File: src/rtl/agate_pkg.sv
package agate_pkg;
  typedef enum logic [1:0] {
    ST_READY  = 2'd0,
    ST_HOLD   = 2'd1,
    ST_ARMED  = 2'd2,
    ST_SPENT  = 2'd3
  } agate_st_t;
endpackage

File: src/rtl/agate_oneshot.sv
module agate_oneshot #(
  parameter int INH_CYC = 110
) (
  input  logic clk,
  input  logic rst_n,
  input  logic fire,
  input  logic run,
  output logic expired
);
  localparam int CW = (INH_CYC > 1) ? $clog2(INH_CYC) : 1;
  localparam logic [CW-1:0] LAST = CW'(INH_CYC - 1);

  logic [CW-1:0] cnt_q;

  always_ff @(posedge clk or negedge rst_n) begin
    if (!rst_n)                          cnt_q <= '0;
    else if (fire)                       cnt_q <= '0;
    else if (run && (cnt_q != LAST))     cnt_q <= cnt_q + CW'(1);
  end

  assign expired = run && (cnt_q == LAST);

  // the hold count never runs past its final value while the gate is held
  p_hold_bound_r4: assert property (@(posedge clk) disable iff (!rst_n)
    run |-> (cnt_q <= LAST));
endmodule

File: src/rtl/agate_len_ctr.sv
module agate_len_ctr #(
  parameter int LEN_W = 16
) (
  input  logic             clk,
  input  logic             rst_n,
  input  logic             start,
  input  logic             count_en,
  output logic [LEN_W-1:0] len
);
  localparam logic [LEN_W-1:0] MAXV = {LEN_W{1'b1}};

  logic [LEN_W-1:0] len_q;

  always_ff @(posedge clk or negedge rst_n) begin
    if (!rst_n)                          len_q <= '0;
    else if (start)                      len_q <= LEN_W'(1);
    else if (count_en && len_q != MAXV)  len_q <= len_q + LEN_W'(1);
  end

  assign len = len_q;

  p_len_hold_r7: assert property (@(posedge clk) disable iff (!rst_n)
    (!start && !count_en) |=> $stable(len_q));

  p_len_sat_r8: assert property (@(posedge clk) disable iff (!rst_n)
    (!start && len_q == MAXV) |=> (len_q == MAXV));
endmodule

File: src/rtl/agate_ctrl.sv
module agate_ctrl #(
  parameter int INH_CYC = 110,
  parameter int LEN_W   = 16
) (
  input  logic             clk,
  input  logic             rst_n,
  input  logic             rearm,
  input  logic             auto_en,
  input  logic             decade_pulse,
  output logic             gate_open,
  output logic             meas_done,
  output logic [LEN_W-1:0] gate_len
);
  import agate_pkg::*;

  agate_st_t st_q, st_d;
  logic      open_evt, close_evt, hold_over, done_q;

  assign open_evt  = !rearm && auto_en && decade_pulse && (st_q == ST_READY);
  assign close_evt = !rearm && decade_pulse &&
                     ((st_q == ST_ARMED) || (st_q == ST_HOLD && hold_over));

  always_comb begin
    st_d = st_q;
    if (rearm) begin
      st_d = ST_READY;
    end else begin
      unique case (st_q)
        ST_READY: if (open_evt)       st_d = ST_HOLD;
        ST_HOLD:  if (close_evt)      st_d = ST_SPENT;
                  else if (hold_over) st_d = ST_ARMED;
        ST_ARMED: if (close_evt)      st_d = ST_SPENT;
        ST_SPENT: st_d = ST_SPENT;
      endcase
    end
  end

  always_ff @(posedge clk or negedge rst_n) begin
    if (!rst_n) begin
      st_q   <= ST_READY;
      done_q <= 1'b0;
    end else begin
      st_q   <= st_d;
      done_q <= close_evt;
    end
  end

  agate_oneshot #(.INH_CYC(INH_CYC)) u_hold (
    .clk     (clk),
    .rst_n   (rst_n),
    .fire    (open_evt),
    .run     (st_q == ST_HOLD),
    .expired (hold_over)
  );

  agate_len_ctr #(.LEN_W(LEN_W)) u_len (
    .clk      (clk),
    .rst_n    (rst_n),
    .start    (open_evt),
    .count_en (gate_open && !close_evt && !rearm),
    .len      (gate_len)
  );

  assign gate_open = (st_q == ST_HOLD) || (st_q == ST_ARMED);
  assign meas_done = done_q;

  p_rearm_clears_r2: assert property (@(posedge clk) disable iff (!rst_n)
    rearm |=> (!gate_open && !meas_done));

  p_hold_keeps_gate_r4: assert property (@(posedge clk) disable iff (!rst_n)
    (st_q == ST_HOLD && !hold_over && !rearm) |=> gate_open);

  p_done_single_r6: assert property (@(posedge clk) disable iff (!rst_n)
    meas_done |=> !meas_done);

  p_done_after_close_r6: assert property (@(posedge clk) disable iff (!rst_n)
    meas_done |-> (!gate_open && $past(gate_open)));

  p_spent_stays_r9: assert property (@(posedge clk) disable iff (!rst_n)
    (st_q == ST_SPENT && !rearm) |=> !gate_open);
endmodule

File: config.mk
export PLATFORM = sky130hd
export DESIGN_NAME = agate_ctrl
export DESIGN_NICKNAME = d
export VERILOG_FILES = /design/src/rtl/agate_pkg.sv /design/src/rtl/agate_oneshot.sv /design/src/rtl/agate_len_ctr.sv /design/src/rtl/agate_ctrl.sv
export SDC_FILE = /design/constraint.sdc
export NUM_CORES = 1
export LEC_CHECK = 0
export BUFFER_PORTS_ARGS = -buffer_cell sky130_fd_sc_hd__buf_2
export CORE_ASPECT_RATIO = 1.4
export CORE_MARGIN = 2
export CORE_UTILIZATION = 46
export CTS_CLUSTER_SIZE = 10
export DETAILED_ROUTE_END_ITERATION = 10
export PLACE_DENSITY = 0.67
export SLEW_MARGIN = 0
export SYNTH_ARGS = -nofsm -noshare
export SYNTH_HDL_FRONTEND = slang
export SYNTH_SLANG_ARGS = --single-unit
File: constraint.sdc
create_clock -name clk -period 2.7 [get_ports clk]
set_input_delay 0.27 -clock clk [delete_from_list [all_inputs] [get_ports clk]]
set_output_delay 0.27 -clock clk [all_outputs]
set_load 0.01 [all_outputs]
== Word-level counts from Yosys, hierarchy flattened ==
Cells that the tools add are included.
Word-level totals
  register bits after elaboration: 26
  logic and storage cells: 44
  output and inout port bits: 18
  bits of input ports: 5
Cells by class
  reduce and logical (&&, ||, !) cells: 19
  $add $sub $neg: 2
  multiplexer cells: 10
  eq/ne operators: 9
Operators by type and width (number)
  2-to-1 mux 16 bit: 2
  adder 16 x 1 -> 16 bit (second input constant): 1
  != test 16 bit (second input constant): 1
  2-to-1 mux 7 bit: 2
  logical AND 1 bit: 11
  2-to-1 mux 2 bit: 5
  one-hot mux 2 bit (4 select lines): 1
  adder 7 x 1 -> 7 bit (second input constant): 1
  equality test 7 bit (second input constant): 1
  != test 7 bit (second input constant): 1
  != test 3 bit (second input constant): 2
  equality test 2 bit (second input constant): 2
  != test 4 bit (second input constant): 1
  nonzero test 2 bit: 2
  AND reduction 3 bit: 1
  equality test 2 x 1 -> 1 bit (second input constant): 1
  logical NOT 1 bit: 2
  logical NOT 2 bit: 1
  logical OR 1 bit: 2

== Depth between registers and ports, before layout ==
Gate-level depths: netlist of the first run.
  depth after elaboration: 11
  mapped depth: 9
  mapped depth without buffers: 7

== Modules after synthesis ==
A second synthesis of the first run with hierarchy kept.
Second synthesis, totals
  cells, all modules: 168
  area, all modules: 1619.1 sq um
Modules (own cells, without submodules)
  agate_len_ctr: area each 943.4 sq um, seq. area each 400.4 sq um, instances 1, cells each 98
  agate_oneshot: area each 407.9 sq um, seq. area each 175.2 sq um, instances 1, cells each 44
  agate_ctrl: area each 267.8 sq um, seq. area each 75.1 sq um, instances 1, cells each 26

== Least setup slack after synthesis of the first run ==
Ideal clock, no wire load.
  path type: register to register
  start: reg st_q[0]
  end: reg u_len.len_q[11] (netlist: u_len.len[11])
  data required time: 2622 ps
  cell stages (with the launch flop): 8
  path buffers: 1
  setup time: 78 ps
  clock period less this slack: 1938 ps
  path slack: 762 ps
  arrival: 1860 ps
  path through: dfrtp_1 -> inv_1 -> ha_1 -> o21bai_1 -> a32o_2 -> buf_6 -> or4_1 -> a21oi_1
On the way
  longest elaborated chain between the ends: 10
  elaborated cells between the ends (all ways): 15
  classes of those cells: 2 x eq/ne; 1 x mux; 12 x reduce/logical
Ends and longest elaborated chain
  start, declared: line agate_ctrl.sv:16  | agate_st_t st_q, st_d;
  start signal, assigned: line agate_ctrl.sv:43  | st_q <= st_d;
  equality test 2 x 1 -> 1 bit: line agate_ctrl.sv:21, agate_ctrl.sv:52, agate_ctrl.sv:64
  logical AND 1 bit: line agate_oneshot.sv:21  | assign expired = run && (cnt_q == LAST);
  logical AND 1 bit: line agate_ctrl.sv:21  | ((st_q == ST_ARMED) || (st_q == ST_HOLD && hold_over));
  logical OR 1 bit: line agate_ctrl.sv:21
  logical AND 1 bit: line agate_ctrl.sv:20  | assign close_evt = !rearm && decade_pulse &&
  logical NOT 1 bit: line agate_ctrl.sv:60  | .count_en (gate_open && !close_evt && !rearm),
  logical AND 1 bit (2 in series): line agate_ctrl.sv:60
  logical AND 1 bit: line agate_len_ctr.sv:17  | else if (count_en && len_q != MAXV) len_q <= len_q + LEN_W'(1);
  nonzero test 2 bit (no source line)
  end signal, assigned: line agate_len_ctr.sv:17
  end, declared: line agate_len_ctr.sv:12  | logic [LEN_W-1:0] len_q;
Parallel ways exist; a longest one is shown, timed or not.
A chain may end at the register's enable or synchronous reset.

== Worst setup path after layout of the first run ==
  start: reg u_len.len_q[0] (netlist: u_len.len[0])
  end: reg u_len.len_q[7] (netlist: u_len.len[7])
On the way
  longest elaborated chain between the ends: 3
  elaborated cells between the ends (all ways): 6
  classes of those cells: 1 x add/sub; 1 x eq/ne; 2 x mux; 2 x reduce/logical
Ends and longest elaborated chain (line)
  adder 16 x 1 -> 16 bit / != test 16 bit (equally long branches): agate_len_ctr.sv:17
  2-to-1 mux 16 bit / logical AND 1 bit (equally long branches): agate_len_ctr.sv:17
  2-to-1 mux 16 bit / nonzero test 2 bit (equally long branches)
Parallel ways exist; a longest one is shown, timed or not. The select of a mux whose other input is x is not followed.

==> reports/metrics.cfg, run 1 <==
[grt]
grt_pass1_vias=1265
antenna_found_initial=0
grt_pass1_wl_mm=5.87
grt_max_degree=27
track_usage_pct=20.4
grt-ovfl-total=0

[cells_and_area]
final_cell_count_no_fill=226
design_area_um2=1710
nFillCells=306
area_growth_pct=11.9
final_cell_mix=26 x dfrtp_1, 22 x buf_2, 18 x nand2_1
nets=201
post-route-util_pct=54.4
layout_commonest_cell=dfrtp_1
antennaDiodeCount=0
drive_above_1_share_pct=16.6

[placement]
dpl.cell_count=223
io_buffers=22
dp_hpwl_mm=2.53
post-place-ws_ps=492
gp_congestion=0.788
place_area_um2=1670

[floorplan]
die_area_um2=3810
start_util_pct=48.6
die_x_um=52.8
row_count=24
core_area_um2=3150
die_y_um=72.3
io_pins=23

[routing]
first_iter_violations=26
drt-pass1-iter-count=4
via_per_inst=5.85
met1_length_mm=1.55
routed_wl_mm=3.52
drc=0
ant_nets=0
wl_met3_um=65
post_drt_wl_per_cell_um=15.6
top_layer_used=met4
num_vias=1323
met2_length_mm=1.88

[synth]
synth_top_area_cell=dfrtp_1
syn_area_per_cell_um2=9.23
ys_types=40
ys_ff_latch=26
syn_inst=166
synth_area_leaders=dfrtp_1 42%, ha_1 5.7%, o31ai_1 4.9%
synth.net_count=178
seq_area_frac_synth_pct=42.5
ys_warn_count=0
synthArstFlopShare_pct=100
netlist_area_um2=1530
yosys.area.top_type_share_pct=42.5
synth-main-ff-cell=dfrtp_1
synth_edf_count=0

[setup_path]
endpoint_kind=register
critPathKind=register to register
rr_startpoint=u_len.len[0]
startpoint_type=register
arrival_ps=2380
cp_max_fo=23
worstSetupStartpoint=u_len.len[0]
cp.required_ps=2850

[run]
drv_cap=0

[cts]
hold_buffers=0
ctsLongestPathBuffers=2
cts_tree=yes
cts_buffers=3
clockRootBuffer=clkbuf_8
cts_resized=0
postCtsSetupRepairBufs=0
cts.sinks=26
clock_latency_ps=270
cts_max_level=1
path_clk_slew_ps=90

[status]
violations=hold timing
status=finished with violations

[sta]
relSlewSlack_pct=56.6
whs_ps=-9.29
setup_viol=0
skew_ps=1.18
hold_viol=13
rsz0062_at_grt=false
worstMarginPinSlew_ps=649
finalMaxSlewViolations=0
tns_ps=0
layout_min_cycle_time_ps=2240
max_freq_mhz=447
period_share_pct=82.8
fin_ws_ps=465

[worst_hold_path]
hold_path_class=input pin to async pin

[power]
total_power_mw=1.27
powerDensity_nw_per_um2=743
peakVddDrop_mv=0.405
p_leak_nw=0.785

flip-flops by register name, summed over array words and instances, names as in the netlist:
signal,flops
meas_done,1
u_len.len,16
u_hold.cnt_q,7
st_q,2
synth_stat cells (2+ instances only):
cell,instances
dfrtp_1,26
nand2_1,18
a21oi_1,13
nor2_1,13
nand3_1,11
o31ai_1,10
or4_1,9
ha_1,7
inv_1,7
nand4_1,5
mux2i_1,4
nand2b_1,4
xor2_1,4
clkbuf_1,3
o21ai_1,3
and3_1,2
nor4_1,2
o21ai_0,2
or3_1,2
cells by family (layout without fill, tap and decap cells):
logic type | count (synthesis) | in the layout | share of synthesized area, %
simple gates | 74 | 74 | 26.3
flops | 26 | 26 | 42.5
buf+inv | 12 | 33 | 3.68
mux | 4 | 4 | 2.61
compound gates | 38 | 38 | 16.3
fa+ha+maj | 7 | 7 | 5.72
xor+xnor | 5 | 5 | 2.86
path summary, 6_finish.rpt:
path	to	slack [ps]	cells after the start
setup / recovery	u_len.len[7]	460	6
hold / removal	u_hold.cnt_q[0]	-9	1
setup reg to reg	u_len.len[7]	460	6
hold reg to reg	u_len.len[9]	580	2
max in group asynchronous	u_hold.cnt_q[1]	2320	1
min in group clk	st_q[1]	230	2
metal layers:
layer / GRT usage (%) / vias to the layer above
li1: - / 660
met1: 25.4 / 643
met2: 35.8 / 18
met3: 2.67 / 2
met4: 6.27 / 0
met5: 0 / -
where the power goes:
part | leakage [nW] | switching [mW] | internal (mW)
Combinational | 0.410 | 0.312 | 0.197
Clock | 0.0216 | 0.123 | 0.100
Sequential | 0.354 | 0.0844 | 0.457
worst max-delay path: stages, from the launching register on:
cell,delay (ps)
dfrtp_1,440
ha_1,220
nand3_1,160
nor4_2,520
a32o_2,490
nor4b_1,120
mux2i_1,150
cell type report:
cell class                      instances  area [um2]  share of cell area, %
Multi-Input combinational cell        128         830                   48.4
Tap cell                               39        48.8                   2.85
Clock buffer                            3        41.3                   2.41
Sequential cell                        26         651                   38.0
Timing Repair Buffer                   23         118                   6.86
Inverter                                7        26.3                   1.53
No activity file was read; power rests on OpenSTA's default activity.
==> run 2, diff against run 1 <==
PLACE_DENSITY = 0.69   (was 0.67)
clock period = 2 ns   (was 2.7 ns; I/O delays follow)
==> run 2 against run 1 <==
  * The flow now finishes without violations
  * Routed wire length grew 9.6%
  * Clock power increased by 97%
  * Die area did not move
  * Maximum frequency up 12%
  * Flip-flop and latch count is the same
  * First-iteration DRC count increased by 15%
  * Final cell count up 9.7%
  * Setup slack worse by 460 ps
  * Combinational power up 86%
  * Clock-buffer cell count is the same
  * Sequential share of layout area fell by 4.9 points
  * Largest cell class unchanged
==> reports/metrics.cfg, run 2 (synthesis results as in run 1) <==
[status]
status=finished clean

[grt]
antenna_found_initial=0
met3_usage_pct=2.26
grt_max_degree=27
track_usage_pct=21.2
grt_pass1_vias=1379
grtUsageMet2_pct=39.4
grt_pass1_wl_mm=6.11
grt-busiest-layer=met2
grtUsageMet1_pct=24.6
grt-ovfl-total=0

[sta]
fin_ws_ps=3.63
worstMarginPinSlew_ps=603
skew_ps=2.57
period_share_pct=99.8
relSlewSlack_pct=59.8
hold_viol=0
finalMaxSlewViolations=0
setup_viol=0
rsz0062_at_grt=true
max_freq_mhz=501
layout_min_cycle_time_ps=2000

[routing]
post_drt_wl_per_cell_um=15.5
ant_nets=0
drt-pass1-iter-count=4
drc=0
first_iter_violations=30
routed_wl_mm=3.85
via_per_inst=5.81
num_vias=1442

[floorplan]
core_area_um2=3150
io_pins=23
start_util_pct=48.6
row_count=24
die_y_um=72.3
die_x_um=52.8
die_area_um2=3810

[power]
p_clk_share_pct=21.0
p_seq_share_pct=33.5
peakVddDrop_mv=0.896
power.switching_mw=0.764
switching_share_pct=36.6
comb_power_share_pct=45.5
powerDensity_nw_per_um2=1060
cell_internal_pwr_mw=1.33
p_leak_nw=0.938

[setup_path]
startpoint_type=register
cpMaxStageDelayCell=or4_4
cp.required_ps=2210
cp_max_fo=23
worst-path-buf-inv=2
cp_top_family=compound AO/OA/AOI/OAI gates
endpoint=u_len.len[15]
worstSetupStartpoint=st_q[0]
reg2regPathDepth=7
rr_startpoint=st_q[0]
max_stage_delay_ps=490
worst_r2r_endpoint=u_len.len[15]
worst-r2r-setup-slack_ps=4
arrival_ps=2200
critPathKind=register to register
endpoint_kind=register
crit_cells=7
critical_path.cell_chain=inv_2 -> ha_1 -> o21bai_2 -> a32o_2 -> buf_12 -> or4_4 -> a21oi_2

[cts]
cts_max_level=1
clock_latency_ps=270
path_clk_slew_ps=90
ctsLongestPathBuffers=2
cts.sinks=26
cts_tree=yes
clockRootBuffer=clkbuf_8
cts_buffers=3

[placement]
io_buffers=22
post-place-ws_ps=-33.1
gp_congestion=0.783
dp_hpwl_mm=2.68

[cells_and_area]
drive_above_1_share_pct=29.7
final_cell_mix=26 x dfrtp_1, 22 x buf_2, 19 x buf_4
layout_commonest_cell=dfrtp_1
area_growth_pct=28.5
post-route-util_pct=62.4
nets=222
antennaDiodeCount=0
largest_register_ffs=16

[run]
drv_cap=0

[worst_hold_path]
whs_path_depth=2
hold_path_class=input pin to register

## run 2: cell types whose count changed in the layout (fill, tap and decap cells not counted), sizes merged
cell         before  now
dlygate4sd3       0    1
buf              23   43
bufinv            0    1
## run 2: cell type report
cell class	count	area, um2
Clock inverter	1	30.0
Sequential cell	26	651
Tap cell	39	48.8
Inverter	7	26.3
Timing Repair Buffer	44	303
Multi-Input combinational cell	128	868
Clock buffer	3	41.3
Fill cell	277	1180
## run 2: repair_timing
action	CTS	global route
hold endpoints to repair	26	0
endpoints found under the setup margin	8	13
pin swaps	5	7
hold buffers	1	0
setup buffers	3	1
gates resized for setup	4	7
## run 2: stage by stage
stage / hold WS, ps / setup TNS (ps) / instances / total power, mW / cell area, um2
CTS: 159 / 0 / 247 / 2.07 / 1940
finish: 166 / 0 / 248 / 2.09 / 1970
global route: 170 / -443 / 248 / 2.24 / 1970
global placement: 239 / 0 / 239 / 1.55 / 1820
detailed placement: 243 / -143 / 239 / 1.58 / 1820
floorplan: -95.6 / 0 / 166 / 1.23 / 1530
## run 2: power by group through the flow
stage	combinational [mW]	sequential [mW]	clock (mW)
after floorplan	0.500	0.729	0
after global placement	0.838	0.708	0
after detailed placement	0.865	0.715	0
after CTS	0.926	0.697	0.451
after global routing	1.05	0.713	0.479
final	0.950	0.700	0.439
## run 2: worst min-delay path by stage
stage / to / startpoint / slack, ps
finish: st_q[1] / rearm / 170
global route: st_q[1] / rearm / 170
CTS: st_q[1] / rearm / 160
detailed placement: u_hold.cnt_q[3] / rst_n / 240
global placement: u_hold.cnt_q[2] / rst_n / 240
floorplan: meas_done / rst_n / -100
## run 2: layer usage
layer  wire [um]  share of wire (%)
met2        2140                 55
met5           0                  0
met4          42                1.1
met3          87                2.3
met1        1590                 41
